<file path="src/rtl/pwrModePkg.sv">
package pwrModePkg;

  typedef enum logic [1:0] {
    MODE_RESET  = 2'd0,
    MODE_NORMAL = 2'd1,
    MODE_SLEEP  = 2'd2,
    MODE_DEEP   = 2'd3
  } pwrMode_t;

  // control -> datapath strobes
  typedef struct packed {
    logic     clearAll;    // reset taken: return outputs and flag to reset values
    logic     loadMode;    // accepted request: update enables from nextMode
    logic     flagReject;  // refused request: set sticky error
    pwrMode_t nextMode;
  } modeStrobe_t;

endpackage

</file>
<file path="src/rtl/pwrModeDatapath.sv">
module pwrModeDatapath
  import pwrModePkg::*;
#(
  parameter int ADDR_W       = 4,
  parameter int DATA_W       = 8,
  parameter int MODE_ADDR    = 6,
  parameter int PDN_BIT      = 3,
  parameter int PDL_BIT      = 4,
  parameter int NUM_CLK_REGS = 3,
  parameter int STAGE2_IDX   = 2
) (
  input  logic                    clk,
  input  logic                    rstPinN,
  input  logic                    clkPresent,
  input  logic                    regWrEn,
  input  logic [ADDR_W-1:0]       regAddr,
  input  logic [DATA_W-1:0]       regWrData,
  input  logic [NUM_CLK_REGS-1:0] clkRegNonzero,
  input  modeStrobe_t             strobe,
  output logic                    wakeReset,
  output logic                    modeWrite,
  output logic                    reqPdn,
  output logic                    reqPdl,
  output logic                    sleepOk,
  output logic                    deepOk,
  output logic                    linkEn,
  output logic                    ringEn,
  output logic                    stage2En,
  output logic                    errFlag
);

  localparam logic [ADDR_W-1:0] ModeAddrL = ADDR_W'(MODE_ADDR);

  // running AND across the clock-register status bits
  logic [NUM_CLK_REGS:0] allNonzeroChain;
  assign allNonzeroChain[0] = 1'b1;
  for (genvar gi = 0; gi < NUM_CLK_REGS; gi++) begin : g_nzChain
    assign allNonzeroChain[gi+1] = allNonzeroChain[gi] & clkRegNonzero[gi];
  end

  assign wakeReset = !rstPinN && clkPresent;
  assign modeWrite = regWrEn && (regAddr == ModeAddrL);
  assign reqPdn    = regWrData[PDN_BIT];
  assign reqPdl    = regWrData[PDL_BIT];
  assign sleepOk   = allNonzeroChain[NUM_CLK_REGS];
  assign deepOk    = !clkRegNonzero[STAGE2_IDX];

  always_ff @(posedge clk) begin
    if (strobe.clearAll) begin
      errFlag  <= 1'b0;
      linkEn   <= 1'b0;
      ringEn   <= 1'b0;
      stage2En <= 1'b1;
    end else begin
      if (strobe.flagReject) errFlag <= 1'b1;
      if (strobe.loadMode) begin
        linkEn   <= (strobe.nextMode == MODE_NORMAL) || (strobe.nextMode == MODE_SLEEP);
        ringEn   <= (strobe.nextMode == MODE_NORMAL) || (strobe.nextMode == MODE_SLEEP);
        stage2En <= (strobe.nextMode != MODE_DEEP);
      end
    end
  end

endmodule

</file>
<file path="src/rtl/pwrModeCtrl.sv">
module pwrModeCtrl
  import pwrModePkg::*;
(
  input  logic        clk,
  input  logic        wakeReset,
  input  logic        modeWrite,
  input  logic        reqPdn,
  input  logic        reqPdl,
  input  logic        sleepOk,
  input  logic        deepOk,
  output pwrMode_t    modeQ,
  output modeStrobe_t strobe
);

  logic awake;
  assign awake = (modeQ == MODE_RESET) || (modeQ == MODE_NORMAL);

  always_comb begin
    strobe          = '0;
    strobe.nextMode = modeQ;
    if (wakeReset) begin
      strobe.clearAll = 1'b1;
      strobe.nextMode = MODE_RESET;
    end else if (modeWrite && awake) begin
      unique case ({reqPdl, reqPdn})
        2'b00: begin
          strobe.loadMode = 1'b1;
          strobe.nextMode = MODE_NORMAL;
        end
        2'b10: begin
          strobe.loadMode = 1'b1;
          strobe.nextMode = MODE_RESET;
        end
        2'b01: begin
          if (sleepOk) begin
            strobe.loadMode = 1'b1;
            strobe.nextMode = MODE_SLEEP;
          end else begin
            strobe.flagReject = 1'b1;
          end
        end
        default: begin
          if (deepOk) begin
            strobe.loadMode = 1'b1;
            strobe.nextMode = MODE_DEEP;
          end else begin
            strobe.flagReject = 1'b1;
          end
        end
      endcase
    end
  end

  always_ff @(posedge clk) begin
    if (strobe.clearAll)      modeQ <= MODE_RESET;
    else if (strobe.loadMode) modeQ <= strobe.nextMode;
  end

endmodule

</file>
<file path="src/rtl/chipPowerModeCtl.sv">
module chipPowerModeCtl
  import pwrModePkg::*;
#(
  parameter int ADDR_W       = 4,
  parameter int DATA_W       = 8,
  parameter int MODE_ADDR    = 6,
  parameter int PDN_BIT      = 3,
  parameter int PDL_BIT      = 4,
  parameter int NUM_CLK_REGS = 3,
  parameter int STAGE2_IDX   = 2
) (
  input  logic                    clk,
  input  logic                    rstPinN,
  input  logic                    clkPresent,
  input  logic                    regWrEn,
  input  logic [ADDR_W-1:0]       regAddr,
  input  logic [DATA_W-1:0]       regWrData,
  input  logic [NUM_CLK_REGS-1:0] clkRegNonzero,
  output logic [1:0]              modeOut,
  output logic                    linkEn,
  output logic                    ringEn,
  output logic                    stage2En,
  output logic                    errFlag
);

  modeStrobe_t strobe;
  pwrMode_t    modeQ;
  logic wakeReset, modeWrite, reqPdn, reqPdl, sleepOk, deepOk;

  pwrModeDatapath #(
    .ADDR_W(ADDR_W), .DATA_W(DATA_W), .MODE_ADDR(MODE_ADDR),
    .PDN_BIT(PDN_BIT), .PDL_BIT(PDL_BIT),
    .NUM_CLK_REGS(NUM_CLK_REGS), .STAGE2_IDX(STAGE2_IDX)
  ) uDatapath (
    .clk(clk), .rstPinN(rstPinN), .clkPresent(clkPresent),
    .regWrEn(regWrEn), .regAddr(regAddr), .regWrData(regWrData),
    .clkRegNonzero(clkRegNonzero), .strobe(strobe),
    .wakeReset(wakeReset), .modeWrite(modeWrite),
    .reqPdn(reqPdn), .reqPdl(reqPdl), .sleepOk(sleepOk), .deepOk(deepOk),
    .linkEn(linkEn), .ringEn(ringEn), .stage2En(stage2En), .errFlag(errFlag)
  );

  pwrModeCtrl uCtrl (
    .clk(clk), .wakeReset(wakeReset), .modeWrite(modeWrite),
    .reqPdn(reqPdn), .reqPdl(reqPdl), .sleepOk(sleepOk), .deepOk(deepOk),
    .modeQ(modeQ), .strobe(strobe)
  );

  assign modeOut = modeQ;

endmodule

</file>
<file path="config.mk">
export PLATFORM = sky130hd
export DESIGN_NAME = chipPowerModeCtl
export DESIGN_NICKNAME = d
export VERILOG_FILES = /design/src/rtl/pwrModePkg.sv /design/src/rtl/pwrModeDatapath.sv /design/src/rtl/pwrModeCtrl.sv /design/src/rtl/chipPowerModeCtl.sv
export SDC_FILE = /design/constraint.sdc
export NUM_CORES = 1
export LEC_CHECK = 0
export BUFFER_PORTS_ARGS = -buffer_cell sky130_fd_sc_hd__buf_4
export CAP_MARGIN = 20
export CORE_AREA = 3 3 40 42
export CTS_BUF_LIST = sky130_fd_sc_hd__clkbuf_8
export CTS_CLUSTER_DIAMETER = 30
export DETAILED_ROUTE_END_ITERATION = 12
export DIE_AREA = 0 0 43 45
export SLEW_MARGIN = 20
export SYNTH_ARGS = -nofsm -noshare
export SYNTH_HDL_FRONTEND = slang
export SYNTH_SLANG_ARGS = --single-unit
</file>
<file path="constraint.sdc">
create_clock -name clk -period 4 [get_ports clk]
set_input_delay 0.8 -clock clk [delete_from_list [all_inputs] [get_ports clk]]
set_output_delay 0.8 -clock clk [all_outputs]
set_load 0.05 [all_outputs]
</file>
==> results of run 1 <==
worst paths after layout:
path,from,endpoint,cells after the start
setup reg to reg,uCtrl.modeQ[1],uDatapath.linkEn,5
setup / recovery,regAddr[3],uDatapath.linkEn,7
hold / removal,uDatapath.errFlag,uDatapath.errFlag,2
hold reg to reg,uDatapath.errFlag,uDatapath.errFlag,2
routing by layer:
layer	share of wire	vias up
met5	0	-
met4	0.024	0
met3	0.12	2
met2	0.47	10
met1	0.39	137
li1	-	162
final cells by class:
| type | instances | area [um2] | share of cell area |
|---|---|---|---|
| multi-input cells | 25 | 193 | 0.389 |
| repair buffers | 18 | 135 | 0.273 |
| flip-flops and latches | 5 | 100 | 0.202 |
| clock buffers | 3 | 41.3 | 0.0833 |
| well taps | 15 | 18.8 | 0.0379 |
| clock inverters | 1 | 3.75 | 0.00758 |
| inverters | 1 | 3.75 | 0.00758 |
metrics by stage:
step	hold WS, ps	total power (W)	instance area [um2]	util	instances
after floorplan	740	0.0000643	304	-	32
after global placement	459	0.0000783	450	0.351	64
after detailed placement	467	0.0000784	450	0.351	64
after CTS	475	0.000172	495	0.386	68
after global routing	545	0.000179	495	0.386	68
final	468	0.000167	495	0.386	68
state kept, by name (all words and copies together), names as in the netlist:
register and cells:
uDatapath.stage2En 1, uCtrl.modeQ 2, uDatapath.linkEn 1, uDatapath.errFlag 1
cells in the mapped netlist (2+ instances only):
cell,n,area share
dfxtp_1,5,0.33
a211oi_1,3,0.074
a21oi_1,3,0.049
nand2b_1,2,0.041
nand2_1,2,0.025
nor2_1,3,0.037
tightest hold or removal path, stage by stage, from the launching register on:
cell	delay, ps
dfxtp_1	310
a41oi_1	50
nor2_1	70
kinds of logic (layout without fill, tap and decap cells):
family	count (synthesis)	in the layout	synth area share
fa+ha+maj	1	1	0.0411
buf+inv	2	23	0.0370
simple gates	13	13	0.325
compound gates	10	10	0.235
mux	1	1	0.0329
flops	5	5	0.329
report_power, final:
part	switching (W)	internal (W)	leakage [nW]
combinational	0.0000128	0.0000128	0.176
clock	0.0000240	0.0000657	0.0269
sequential	0.000000645	0.0000512	0.0404
==> out/qor.txt, run 1 <==
post-detailed-route via-to-cell ratio: 4.57
setup ws final: 1940 ps
status: complete, no violations
max-slew violations: 0
top_reg_cell synth: dfxtp_1
Inserted Clock Buffers: 3
setup bufs post-CTS: 0
relative slew slack: 0.779
DPL Wire Length: 583 um
Die Y: 45 um
critical path launch point type: input port
Pwr Density: 337 nW/um2
endpoints failing setup: 0
die width: 43 um
Worst Path Required: 4110 ps
commonest non-fill, non-tap cell in the layout: buf_4
crit path max-delay cell type: nor3_4
Worst Skew: 1.16 ps
LEAKAGE: 0.243 nW
most frequent cells in the layout: 18 x buf_4, 5 x dfxtp_1
Pre-antenna DRT Iters: 4
EDFF count, synth: 0
CP delay by family, top: compound AO/OA/AOI/OAI gates
RSZ-0062 raised after global routing: no
clock latency on the worst-skew pair: 220 ps
CP Cell Sequence: buf_4 -> nand4b_4 -> nor3_4 -> a21oi_2 -> a211oi_1 -> ha_1 -> a41o_2
crit path buf inv count: 1
initial antenna violation count: 0
WL final: 705 um
average wire per standard cell: 10.4 um
syn nets: 52
vias in the first global route: 274
Critical Path AT: 2170 ps
GR Layer Usage met1: 0.0827
# DRC: 0
hold_buf cts: 0
Max stage delay on crit path: 280 ps
Fin Setup TNS: 0 ps
die area: 1940 um2
met3 GRT Util: 0.0757
met2 Use GR: 0.123
r2r setup slk: 2410 ps
Synth Warn #: 0
Syn-to-layout area delta: 63.0%
Post-Syn Area: 304 um2
GR peak layer: met2
antenna-violating nets left: 0
Synth cell types: 20
share of layout cells above drive strength 1: 0.491
cell count after synthesis: 32
routability cong.: 0.640
htree depth: 1
Worst-Margin Slew: 331 ps
DR iter-0 viols: 3
via count: 311
final worst path period need: 2060 ps
max_cap viols: 0
Final nets: 74
largest net degree at the start of global routing: 9
post-CTS resize count: 0
FF+latch count, synth: 5
class of the worst hold path: flip-flop to flip-flop
port bufs: 18
global route overflow: 0
Hold Fails Final Rpt: 0
num rows: 13
Post-Place Worst Slack: 1720 ps
CP Capture Type: flip-flop
Max rail drop VDD: 0.123 mV
Core Area: 1280 um2
clk root buf: clkbuf_8
# diodes: 0
Ports: 25
Crit Path Class: input port to flip-flop
final period utilization: 0.514
Seq/Total Area, Yosys: 0.329
number of fill cells in the layout: 136
FFs w/ async S/R, synth: 0
aggregate global-route resource usage: 0.0886
Highest Clock Rate: 486 MHz
clock-pin slew on the worst setup and hold paths: 30 ps
first-pass GRT wire length: 1.13 mm
TritonCTS clock tree: built
worst-path maximum fanout: 8
Initial Util: 0.237
clock sinks: 5
CTS Buffer Depth: 2
Mean Syn Cell Area: 9.50 um2
No activity file was read; power rests on OpenSTA's default activity.
==> run 2: changes to the inputs <==
Clock period 4 ns to 1.94 ns, I/O delays scaled along.
==> run 2 against run 1 <==
Core utilization is 0.58 points higher. Die area unchanged. Global-route usage down 0.34 points. Final cell count is 1.5% higher. Total power grew 110%. Worst hold slack got worse by 21 ps. Wire length rose by 1.3%. Combinational power rose by 110%.
==> out/qor.txt, run 2 (synthesized netlist as in run 1, its figures left out) <==
status: complete, no violations
Final nets: 75
clock-pin slew on the worst setup and hold paths: 30 ps
port bufs: 18
relative slew slack: 0.794
Hold Path Origin: clkPresent
share of layout cells above drive strength 1: 0.500
final instance area: 503 um2
Worst Path Required: 2050 ps
# DRC: 0
Non-Filler Instances: 69
Inserted Clock Buffers: 3
clk root buf: clkbuf_8
first-pass GRT wire length: 1.08 mm
max-slew violations: 0
clock latency on the worst-skew pair: 220 ps
Reg with most FFs: uCtrl.modeQ
largest net degree at the start of global routing: 8
DPL Wire Length: 589 um
die width: 43 um
post-detailed-route via-to-cell ratio: 4.74
DR iter-0 viols: 1
Critical Path AT: 1670 ps
Highest Clock Rate: 643 MHz
LEAKAGE: 0.249 nW
aggregate global-route resource usage: 0.0851
Pre-antenna DRT Iters: 4
htree depth: 1
max FFs per register: 2
vias in the first global route: 276
Ports: 25
hold_buf cts: 0
setup bufs post-CTS: 0
worst-path maximum fanout: 4
routability cong.: 0.615
most frequent cells in the layout: 19 x buf_4, 5 x dfxtp_1
WHS Path Cells: 3
Die Y: 45 um
final worst path period need: 1560 ps
# diodes: 0
Hold Fails Final Rpt: 0
Max rail drop VDD: 0.357 mV
final period utilization: 0.802
endpoints failing setup: 0
reg2reg path depth: 5
total power: 0.000345 W
critical path launch point type: input port
Cell Area, Placed: 458 um2
CP Capture Type: flip-flop
Pwr Density: 687 nW/um2
Crit Path Class: input port to flip-flop
placed cells: 65
sequential cell area: 100 um2
global route overflow: 0
Syn-to-layout area delta: 65.4%
CTS Buffer Depth: 2
Reg2Reg Launch Point: uCtrl.modeQ[1]
Worst Skew: 1.59 ps
max_cap viols: 0
launch point of the worst path: regWrData[4]
class of the worst hold path: input port to flip-flop
RSZ-0062 raised after global routing: no
antenna-violating nets left: 0
number of fill cells in the layout: 130
die area: 1940 um2
Worst-Margin Slew: 309 ps
TritonCTS clock tree: built
WL final: 714 um
commonest non-fill, non-tap cell in the layout: buf_4
Fin Setup TNS: 0 ps
fin util: 0.391
average wire per standard cell: 10.3 um
Initial Util: 0.237
clock sinks: 5
via count: 327
post-CTS resize count: 0
Core Area: 1280 um2
area of the multi-input gates: 193 um2
initial antenna violation count: 0
num rows: 13
==> run 2: cell count changes in the layout (fill, tap and decap cells not counted) <==
cell / previous run / this run
buf_4: 18 / 19
==> run 2: stage by stage <==
step / setup slack (ps) / hold WS, ps
after floorplan: 208 / 542
after global placement: 131 / 475
after detailed placement: 134 / 476
after CTS: 371 / 450
after global routing: 264 / 468
final: 384 / 448
==> run 2: layer usage <==
| metal | wire (um) | global-route usage |
|---|---|---|
| met1 | 265 | 0.0680 |
| met2 | 349 | 0.129 |
| met3 | 71 | 0.0637 |
| met4 | 28 | 0.0904 |
| met5 | 0 | 0 |
==> run 2: critical path: stages <==
cell and delay (ps):
buf_4 110, nand4b_1 230, a211oi_1 280, a21oi_1 120, nor2_1 100, ha_1 230
a41o_2 210
==> run 2: area by class of cell <==
type                       instances  share of cell area
multi-input combinational         25               0.383
timing repair buffer              19               0.284
sequential                         5               0.199
clock buffer                       3              0.0821
tap                               15              0.0373
clock inverter                     1             0.00746
inverter                           1             0.00746
==> run 2: final timing paths <==
| kind | end | slack [ps] |
|---|---|---|
| worst max-delay path | uDatapath.linkEn | 380 |
| worst min-delay path | uDatapath.stage2En | 450 |
| worst max register to register | uDatapath.linkEn | 520 |
| worst min register to register | uDatapath.errFlag | 480 |
==> run 2: power breakdown <==
| part | total (W) | switching (W) | leakage (nW) | internal, W |
|---|---|---|---|---|
| Clock | 0.000185 | 0.0000497 | 0.0269 | 0.000135 |
| Sequential | 0.000107 | 0.00000138 | 0.0404 | 0.000106 |
| Combinational | 0.0000532 | 0.0000265 | 0.181 | 0.0000268 |
